==> src/rtl/irq_edge_pkg.sv <==
package irq_edge_pkg;
    localparam int ADDR_W = 2;

    typedef enum logic [ADDR_W-1:0] {
        WORD_LIVE    = 2'd0,
        WORD_PENDING = 2'd1,
        WORD_ENABLE  = 2'd2,
        WORD_SPARE   = 2'd3
    } word_sel_e;
endpackage

==> src/rtl/irq_edge_detect.sv <==
module irq_edge_detect #(
    parameter int N = 12
) (
    input  logic         clk,
    input  logic         rst_n,
    input  logic [N-1:0] level_i,
    output logic [N-1:0] rise_o
);
    typedef struct packed {
        logic [N-1:0] prev;
    } det_state_t;

    det_state_t st_d, st_q;

    always_comb begin
        st_d      = st_q;
        st_d.prev = level_i;
        rise_o    = level_i & ~st_q.prev;
    end

    always_ff @(posedge clk or negedge rst_n) begin
        if (!rst_n) st_q <= '0;
        else        st_q <= st_d;
    end
endmodule

==> src/rtl/irq_cause_bank.sv <==
module irq_cause_bank #(
    parameter int N = 12
) (
    input  logic         clk,
    input  logic         rst_n,
    input  logic [N-1:0] rise_i,
    input  logic [N-1:0] clr_i,
    output logic [N-1:0] pend_o
);
    typedef struct packed {
        logic [N-1:0] pend;
    } bank_state_t;

    bank_state_t st_d, st_q;

    // Set has priority over clear on the same bit
    always_comb begin
        st_d      = st_q;
        st_d.pend = (st_q.pend & ~clr_i) | rise_i;
    end

    always_ff @(posedge clk or negedge rst_n) begin
        if (!rst_n) st_q <= '0;
        else        st_q <= st_d;
    end

    assign pend_o = st_q.pend;

    assert_edge_sets_R2: assert property (@(posedge clk) disable iff (!rst_n)
        (rise_i != '0) |=> ((pend_o & $past(rise_i)) == $past(rise_i)));

    assert_no_spurious_R3: assert property (@(posedge clk) disable iff (!rst_n)
        (rise_i == '0) |=> ((pend_o & ~$past(pend_o)) == '0));

    assert_clear_works_R4: assert property (@(posedge clk) disable iff (!rst_n)
        ((clr_i & ~rise_i) != '0) |=> ((pend_o & $past(clr_i & ~rise_i)) == '0));

    assert_set_beats_clear_R8: assert property (@(posedge clk) disable iff (!rst_n)
        ((clr_i & rise_i) != '0) |=> ((pend_o & $past(clr_i & rise_i)) == $past(clr_i & rise_i)));
endmodule

==> src/rtl/irq_edge_ctrl.sv <==
module irq_edge_ctrl
    import irq_edge_pkg::*;
#(
    parameter int NUM_FLAGS = 12,
    parameter int DATA_W    = 32
) (
    input  logic                 clk,
    input  logic                 rst_n,
    input  logic [NUM_FLAGS-1:0] flags_i,
    input  logic                 bus_sel_i,
    input  logic                 bus_wr_i,
    input  logic [ADDR_W-1:0]    bus_addr_i,
    input  logic [DATA_W-1:0]    bus_wdata_i,
    output logic [DATA_W-1:0]    bus_rdata_o,
    output logic                 irq_o
);
    localparam int PAD_W = DATA_W - NUM_FLAGS;

    typedef struct packed {
        logic [NUM_FLAGS-1:0] enable;
    } ctrl_state_t;

    ctrl_state_t st_d, st_q;

    logic [NUM_FLAGS-1:0] rise;
    logic [NUM_FLAGS-1:0] clr;
    logic [NUM_FLAGS-1:0] pend;
    logic [NUM_FLAGS-1:0] wdata_n;
    logic [NUM_FLAGS-1:0] rdata_n;
    logic                 wr_en;
    word_sel_e            sel;

    assign sel     = word_sel_e'(bus_addr_i);
    assign wr_en   = bus_sel_i & bus_wr_i;
    assign wdata_n = bus_wdata_i[NUM_FLAGS-1:0];

    irq_edge_detect #(.N(NUM_FLAGS)) u_detect (
        .clk     (clk),
        .rst_n   (rst_n),
        .level_i (flags_i),
        .rise_o  (rise)
    );

    irq_cause_bank #(.N(NUM_FLAGS)) u_bank (
        .clk    (clk),
        .rst_n  (rst_n),
        .rise_i (rise),
        .clr_i  (clr),
        .pend_o (pend)
    );

    always_comb begin
        st_d = st_q;
        clr  = '0;
        if (wr_en && sel == WORD_ENABLE)  st_d.enable = wdata_n;
        if (wr_en && sel == WORD_PENDING) clr         = wdata_n;
        unique case (sel)
            WORD_LIVE:    rdata_n = flags_i;
            WORD_PENDING: rdata_n = pend;
            WORD_ENABLE:  rdata_n = st_q.enable;
            default:      rdata_n = '0;
        endcase
        irq_o = |(pend & st_q.enable);
    end

    always_ff @(posedge clk or negedge rst_n) begin
        if (!rst_n) st_q <= '0;
        else        st_q <= st_d;
    end

    generate
        if (PAD_W > 0) begin : g_pad
            logic unused_hi;
            assign unused_hi   = ^bus_wdata_i[DATA_W-1:NUM_FLAGS];
            assign bus_rdata_o = {{PAD_W{1'b0}}, rdata_n};
        end else begin : g_nopad
            assign bus_rdata_o = rdata_n;
        end
    endgenerate

    assert_masked_quiet_R6: assert property (@(posedge clk) disable iff (!rst_n)
        (st_q.enable == '0) |-> !irq_o);

    assert_late_enable_R7: assert property (@(posedge clk) disable iff (!rst_n)
        (wr_en && sel == WORD_ENABLE && (pend & wdata_n) != '0 && clr == '0) |=> irq_o);
endmodule

==> config.mk <==
export PLATFORM = sky130hd
export DESIGN_NAME = irq_edge_ctrl
export DESIGN_NICKNAME = d
export VERILOG_FILES = /design/src/rtl/irq_edge_pkg.sv /design/src/rtl/irq_edge_detect.sv /design/src/rtl/irq_cause_bank.sv /design/src/rtl/irq_edge_ctrl.sv
export SDC_FILE = /design/constraint.sdc
export NUM_CORES = 1
export LEC_CHECK = 0
export BUFFER_PORTS_ARGS = -buffer_cell sky130_fd_sc_hd__buf_2
export CAP_MARGIN = 20
export CORE_MARGIN = 1.5
export CORE_UTILIZATION = 49
export DETAILED_ROUTE_END_ITERATION = 10
export PLACE_DENSITY = 0.86
export SLEW_MARGIN = 20
export SYNTH_ARGS = -nofsm -noshare
export SYNTH_HDL_FRONTEND = slang
export SYNTH_SLANG_ARGS = --single-unit
==> constraint.sdc <==
create_clock -name clk -period 2.24 [get_ports clk]
set_input_delay 0.224 -clock clk [delete_from_list [all_inputs] [get_ports clk]]
set_output_delay 0.224 -clock clk [all_outputs]
set_load 0.05 [all_outputs]
==> results of run 1 <==
[per-stage QoR]
step | total power [W] | area, um^2 | worst slack, ns | instances
floorplan | 0.00111 | 1830 | 0.288 | 176
global placement | 0.00118 | 1910 | 0.713 | 240
detailed placement | 0.00119 | 1910 | 0.700 | 240
CTS | 0.00172 | 2130 | 0.330 | 260
global route | 0.00179 | 2130 | 0.277 | 260
finish | 0.00171 | 2130 | 0.349 | 260
[cell families after synthesis]
logic type             count (synthesis)  share of synthesized area
AND/OR/NAND/NOR                       28                     0.0777
buffers and inverters                 38                      0.138
multiplexers                          24                      0.145
flip-flops                            36                      0.513
AO/OA/AOI/OAI                         30                      0.124
other                                  1                    0.00214
[layout make-up]
cell class / count / area [um^2]
clock buffer: 7 / 65.1
multi-input combinational: 102 / 684
clock inverter: 1 / 30.0
tap: 46 / 57.6
sequential: 36 / 901
inverter: 12 / 45.0
timing repair buffer: 56 / 345
fill: 270 / 1260
[placed cells by master, fill, tap and decap left out]
cell,count
nand4b_4,1
o21ai_0,12
mux2i_1,12
buf_4,2
nand3_1,1
nor2b_1,1
clkbuf_4,5
clkbuf_8,2
mux2_2,12
conb_1,20
dlygate4sd3_1,12
a221oi_1,3
inv_1,12
dfrtp_1,36
a22o_1,15
and4b_2,1
bufinv_16,1
nand2_1,24
buf_2,42
[power groups by stage]
| stage | logic [W] | clock network (W) | registers, W |
|---|---|---|---|
| 2_1_floorplan | 0.000343 | 0 | 0.000770 |
| 3_3_place_gp | 0.000395 | 0 | 0.000782 |
| 3_5_place_dp | 0.000403 | 0 | 0.000787 |
| 4_1_cts | 0.000420 | 0.000526 | 0.000773 |
| 5_1_grt | 0.000445 | 0.000562 | 0.000782 |
| 6_report | 0.000417 | 0.000515 | 0.000773 |
[layer usage]
layer	GRT usage	part of all wire
met1	0.251	0.44
met3	0.0595	0.062
met2	0.298	0.48
met4	0.0889	0.018
met5	0	0
[registers in the layout, indices dropped and copies added (netlist names)]
| signal | count |
|---|---|
| u_detect.st_q | 12 |
| st_q | 12 |
| u_bank.pend_o | 12 |
[final timing paths]
path	cells after the start	slack [ns]	end
setup / recovery	4	0.35	irq_o
hold / removal	1	0.02	u_detect.st_q[6]
max in group asynchronous	2	1.28	u_detect.st_q[10]
min in group asynchronous	2	0.47	u_bank.pend_o[4]
hold reg to reg	1	0.54	u_bank.pend_o[4]
setup reg to reg	1	1.44	st_q[7]
[synth_stat cells]
master / count / area share
nand2_1: 24 / 0.051
buf_2: 1 / 0.0028
a221oi_1: 3 / 0.015
nor2b_1: 1 / 0.0036
clkbuf_1: 1 / 0.0021
buf_4: 22 / 0.094
and4b_2: 1 / 0.0064
nand3_1: 1 / 0.0028
o21ai_0: 12 / 0.034
nand4b_4: 1 / 0.014
mux2_2: 12 / 0.077
conb_1: 1 / 0.0021
inv_1: 12 / 0.026
buf_6: 2 / 0.013
a22o_1: 15 / 0.075
dfrtp_1: 36 / 0.51
mux2i_1: 12 / 0.068
[what timing repair did]
| action | 4_1_cts | 5_1_grt |
|---|---|---|
| setup buffers | 0 | 0 |
| hold endpoints to repair | 47 | 0 |
| gates resized for setup | 0 | 0 |
| hold buffers | 12 | 0 |
| setup endpoints to repair | 0 | 0 |
==> results by group, run 1 <==
Status
  • Status: finished, final reports clean

Critical path
  • CP bufs+invs: 1
  • Crit path max-delay cell type: dfrtp_1
  • Crit path cell chain: a22o_1 > a221oi_1 > nand3_1 > buf_2
  • Critical R2R Launch: st_q[7]
  • CP endpoint kind: output pin
  • Crit Path Max Fanout: 3
  • Crit Path Category: flip-flop to output pin
  • Startpoint types: flip-flop
  • Arrival time worst endpoint: approximately 1.7 ns
  • Delay-heaviest family, CP: compound AO/OA/AOI/OAI gates
  • Critical Path RT: slightly above 2 ns
  • Worst Setup SP: u_bank.pend_o[5]
  • Slowest stage delay, CP: 0.42 ns

Power
  • Sequential Power Share: 0.453
  • Int Power: ~0.0012 W
  • Switching share of power: 0.319
  • Clock share of power: 0.302
  • Leakage power: 1.09 nW
  • Switching power: around 0.00054 W
  • Max VDD drop: 0.407 mV
  • Comb pwr share: 0.245
  • PD cells: roughly 800 nW/um^2

Detailed routing
  • Routed len/inst: roughly 13 um
  • DRC: 0
  • DR vias: approximately 1300
  • Vias per cell: just under 5
  • DRT iter0 DRCs: 39
  • Final wirelength: roughly 3400 um
  • Routed Antenna Nets: 0
  • First-pass iteration count of the detailed router: 4

GRT
  • First-pass GRT wire length: 5670 um
  • Vias in the first global route: 1228
  • Number of antenna violations at the first check in global routing: 0
  • GRT overflow: 0
  • Largest net degree at the start of global routing: 37
  • Tot GR Track Use: 0.194

Final layout
  • Nets: between 200 and 300
  • # diodes: 0
  • Core Util, Final: 0.628
  • Area Overhead vs Synth: 21.2%
  • Layout cell share with drive strength beyond 1: 0.308

Yosys
  • Yosys warnings: 0
  • Mapped Area: approximately 1800 um^2
  • Seq/Total Area, Yosys: 0.513
  • #FFs+latches synth: 36
  • Distinct cell type count after synthesis: 17
  • Syn Area/Cell: approximately 11 um^2
  • Mapped Cells: roughly 160

Floorplan
  • IO Pins: 83
  • Die Ht: 62.9 um
  • Die X: between 60 and 70 um
  • Core region area: 3390 um^2
  • Starting Density: 0.518
  • Row count: 21
  • Die area: 3950 um^2

Timing
  • # setup viols final: 0
  • Tcrit/Tclk final: 0.844
  • RSZ-0062 raised after global routing: false
  • Worst slew pin tran: around 0.77 ns
  • Fmax: approximately 530 MHz
  • Tmin final: roughly 1.9 ns
  • Setup Total Neg Slack: 0 ns
  • Clk_skew: approximately 0.0062 ns
  • Final Hold Viols: 0
  • Worst hold margin: roughly 0.024 ns
  • Slew Limit Fails: 0
  • Slew HR: 0.484

Min path
  • Worst Hold Class: input pin to flip-flop
  • Hold Crit Start: flags_i[6]

CTS
  • Clock Pin Slew Worst Setup and Hold Paths: ~0.11 ns
  • Clock Sinks: 36
  • CTS tree: done
  • CTS buffer count: 5
  • Worst skew pair latency: ~0.35 ns
  • # H-tree levels: 2
  • Root Buffer: clkbuf_4
  • Max clock buf depth: 2

Placement
  • GP Congestion: a little under 0.8
  • Port Buffers: 42
  • Dpl hpwl: between 2000 and 2500 um

Job
  • Max Cap Viol: 0
Note: power is estimated with default switching activity, not from simulation.
==> run 2, diff against run 1 <==
--- a/config.mk
+++ b/config.mk
@@ -8,9 +8,9 @@
 export BUFFER_PORTS_ARGS = -buffer_cell sky130_fd_sc_hd__buf_2
 export CAP_MARGIN = 20
 export CORE_MARGIN = 1.5
-export CORE_UTILIZATION = 49
+export CORE_UTILIZATION = 46
 export DETAILED_ROUTE_END_ITERATION = 10
-export PLACE_DENSITY = 0.86
+export PLACE_DENSITY = 0.81
 export SLEW_MARGIN = 20
 export SYNTH_ARGS = -nofsm -noshare
 export SYNTH_HDL_FRONTEND = slang
==> constraint.sdc (replaced) <==
create_clock -name clk -period 1.95 [get_ports clk]
set_input_delay 0.195 -clock clk [delete_from_list [all_inputs] [get_ports clk]]
set_output_delay 0.195 -clock clk [all_outputs]
set_load 0.05 [all_outputs]
==> run 2 against run 1 <==
- flip-flop and latch count is the same
- count of clock-buffer cells in the layout rose by 1
- via count is 4.8% lower
- largest power group unchanged
- critical path depth unchanged
- total power is 11% higher
- the run now ends with hold timing left
- wire length decreased by 2.0%
- sequential power rose by 15%
- setup slack worse by 0.14 ns
- largest cell class unchanged
- global-route usage is 1.4 points lower
==> results by group, run 2 (same netlist as run 1, synthesis figures left out) <==
Status
  • Status: finished, violations left
  • Failing checks: hold timing

Detailed routing
  • Final wirelength: ~3400 um
  • DRC: 0
  • DR vias: around 1200
  • Vias per cell: 4.88
  • Routed len/inst: ~13 um
  • Routed Antenna Nets: 0
  • DRT iter0 DRCs: 50
  • First-pass iteration count of the detailed router: 4

CTS
  • Root Buffer: clkbuf_8
  • Postcts setup bufs: 0
  • Worst skew pair latency: approximately 0.29 ns
  • Clock Pin Slew Worst Setup and Hold Paths: roughly 0.07 ns
  • Post-CTS Hold Buffers: 0
  • Max clock buf depth: 2
  • CTS tree: done
  • CTS buffer count: 5
  • # H-tree levels: 2
  • Post-CTS Resized: 0
  • Clock Sinks: 36

Job
  • Max Cap Viol: 0

Timing
  • Worst slew pin tran: 0.769 ns
  • Fmax: roughly 570 MHz
  • RSZ-0062 raised after global routing: false
  • Clk_skew: between 0.005 and 0.006 ns
  • Final Hold Viols: 36
  • Worst hold margin: -0.0245 ns
  • Tmin final: 1.74 ns
  • Slew Limit Fails: 0
  • # setup viols final: 0
  • Slew HR: 0.487
  • Setup Total Neg Slack: 0 ns
  • Tcrit/Tclk final: 0.894

Power
  • Max VDD drop: approximately 0.55 mV
  • Total Power: 0.00189 W
  • PD cells: 942 nW/um^2
  • Leakage power: between 1 and 1.5 nW

Floorplan
  • IO Pins: 83
  • Die X: 64.8 um
  • Die Ht: 64.8 um
  • Die area: roughly 4200 um^2
  • Starting Density: 0.479
  • Row count: 22
  • Core region area: about 3700 um^2

Critical path
  • Critical Path RT: 1.75 ns
  • Startpoint types: flip-flop
  • Crit Path Max Fanout: 3
  • FF-to-FF path depth: 1
  • Crit path cell chain: a22o_1 > a221oi_1 > nand3_1 > buf_2
  • Crit Path Category: flip-flop to output pin
  • Crit Reg-Reg Endpoint: st_q[11]
  • R2R Setup Slk: approximately 1.2 ns
  • CP endpoint kind: output pin
  • Critical R2R Launch: st_q[11]
  • Crit path max-delay cell type: dfrtp_1
  • Arrival time worst endpoint: between 1.5 and 2 ns
  • Slowest stage delay, CP: 0.40 ns

Final layout
  • Non-filler cells, final: 250
  • # diodes: 0
  • Commonest non-fill, non-tap cell in the layout: buf_2
  • Commonest cells after routing, fill and taps aside: buf_2, dfrtp_1, nand2_1
  • Layout cell share with drive strength beyond 1: 0.317
  • Area Overhead vs Synth: 14.3%
  • Nets: 251
  • Fill cells: between 300 and 400

Placement
  • Dpl cells: about 240
  • Port Buffers: 42
  • GP Congestion: approximately 0.76
  • Dpl hpwl: ~2400 um

GRT
  • Vias in the first global route: around 1200
  • Tot GR Track Use: 0.180
  • Largest net degree at the start of global routing: 37
  • First-pass GRT wire length: 5630 um
  • Number of antenna violations at the first check in global routing: 0
  • GRT overflow: 0

Min path
  • Worst Hold Class: input pin to async pin
[run 2: cell types whose count changed in the layout (fill, tap and decap cells not counted), sizes merged]
cell / change
bufinv: -1
clkbuf: +1
dlygate4sd3: -12
[run 2: report_power, final]
group	switching [W]	leakage [nW]	total [W]	internal, W
Sequential	0.0000572	0.395	0.000888	0.000831
Combinational	0.000311	0.591	0.000460	0.000149
Clock	0.000254	0.0455	0.000542	0.000288
[run 2: stage by stage]
step,utilization,instance area (um^2),setup slack [ns]
5_1_grt,0.548,2010,0.0964
2_1_floorplan,-,1830,0.0558
4_1_cts,0.548,2010,0.195
6_report,0.548,2010,0.207
3_5_place_dp,0.523,1920,0.487
3_3_place_gp,0.523,1920,0.499
[run 2: critical path: cells and delay by family, from the launching register on]
kind / cells / cell delay, ns
flip-flops: 1 / 0.40
AO/OA/AOI/OAI: 2 / 0.50
AND/OR/NAND/NOR: 1 / 0.13
buffers and inverters: 1 / 0.23
[run 2: how the worst max path moves through the flow]
| stage | from | to | cells past startpoint |
|---|---|---|---|
| after floorplan | bus_addr_i[1] | bus_rdata_o[0] | 4 |
| after global placement | u_bank.pend_o[5] | irq_o | 4 |
| after detailed placement | bus_addr_i[1] | bus_rdata_o[3] | 5 |
| after CTS | u_bank.pend_o[5] | irq_o | 4 |
| after global routing | u_bank.pend_o[5] | irq_o | 4 |
| final | u_bank.pend_o[5] | irq_o | 4 |
[run 2: per-layer routing]
metal,vias up,track usage,wire length [um]
met1,586,0.234,1560
met2,43,0.278,1550
met5,-,0,0
met3,8,0.0434,189
li1,584,-,-
met4,0,0.0957,67
[run 2: layout make-up]
class / instances / area, um^2 / area share
sequential: 36 / 901 / 0.449
clock buffer: 8 / 90.1 / 0.0449
timing repair buffer: 44 / 225 / 0.112
tap: 48 / 60.1 / 0.0299
multi-input combinational: 102 / 684 / 0.341
inverter: 12 / 45.0 / 0.0225
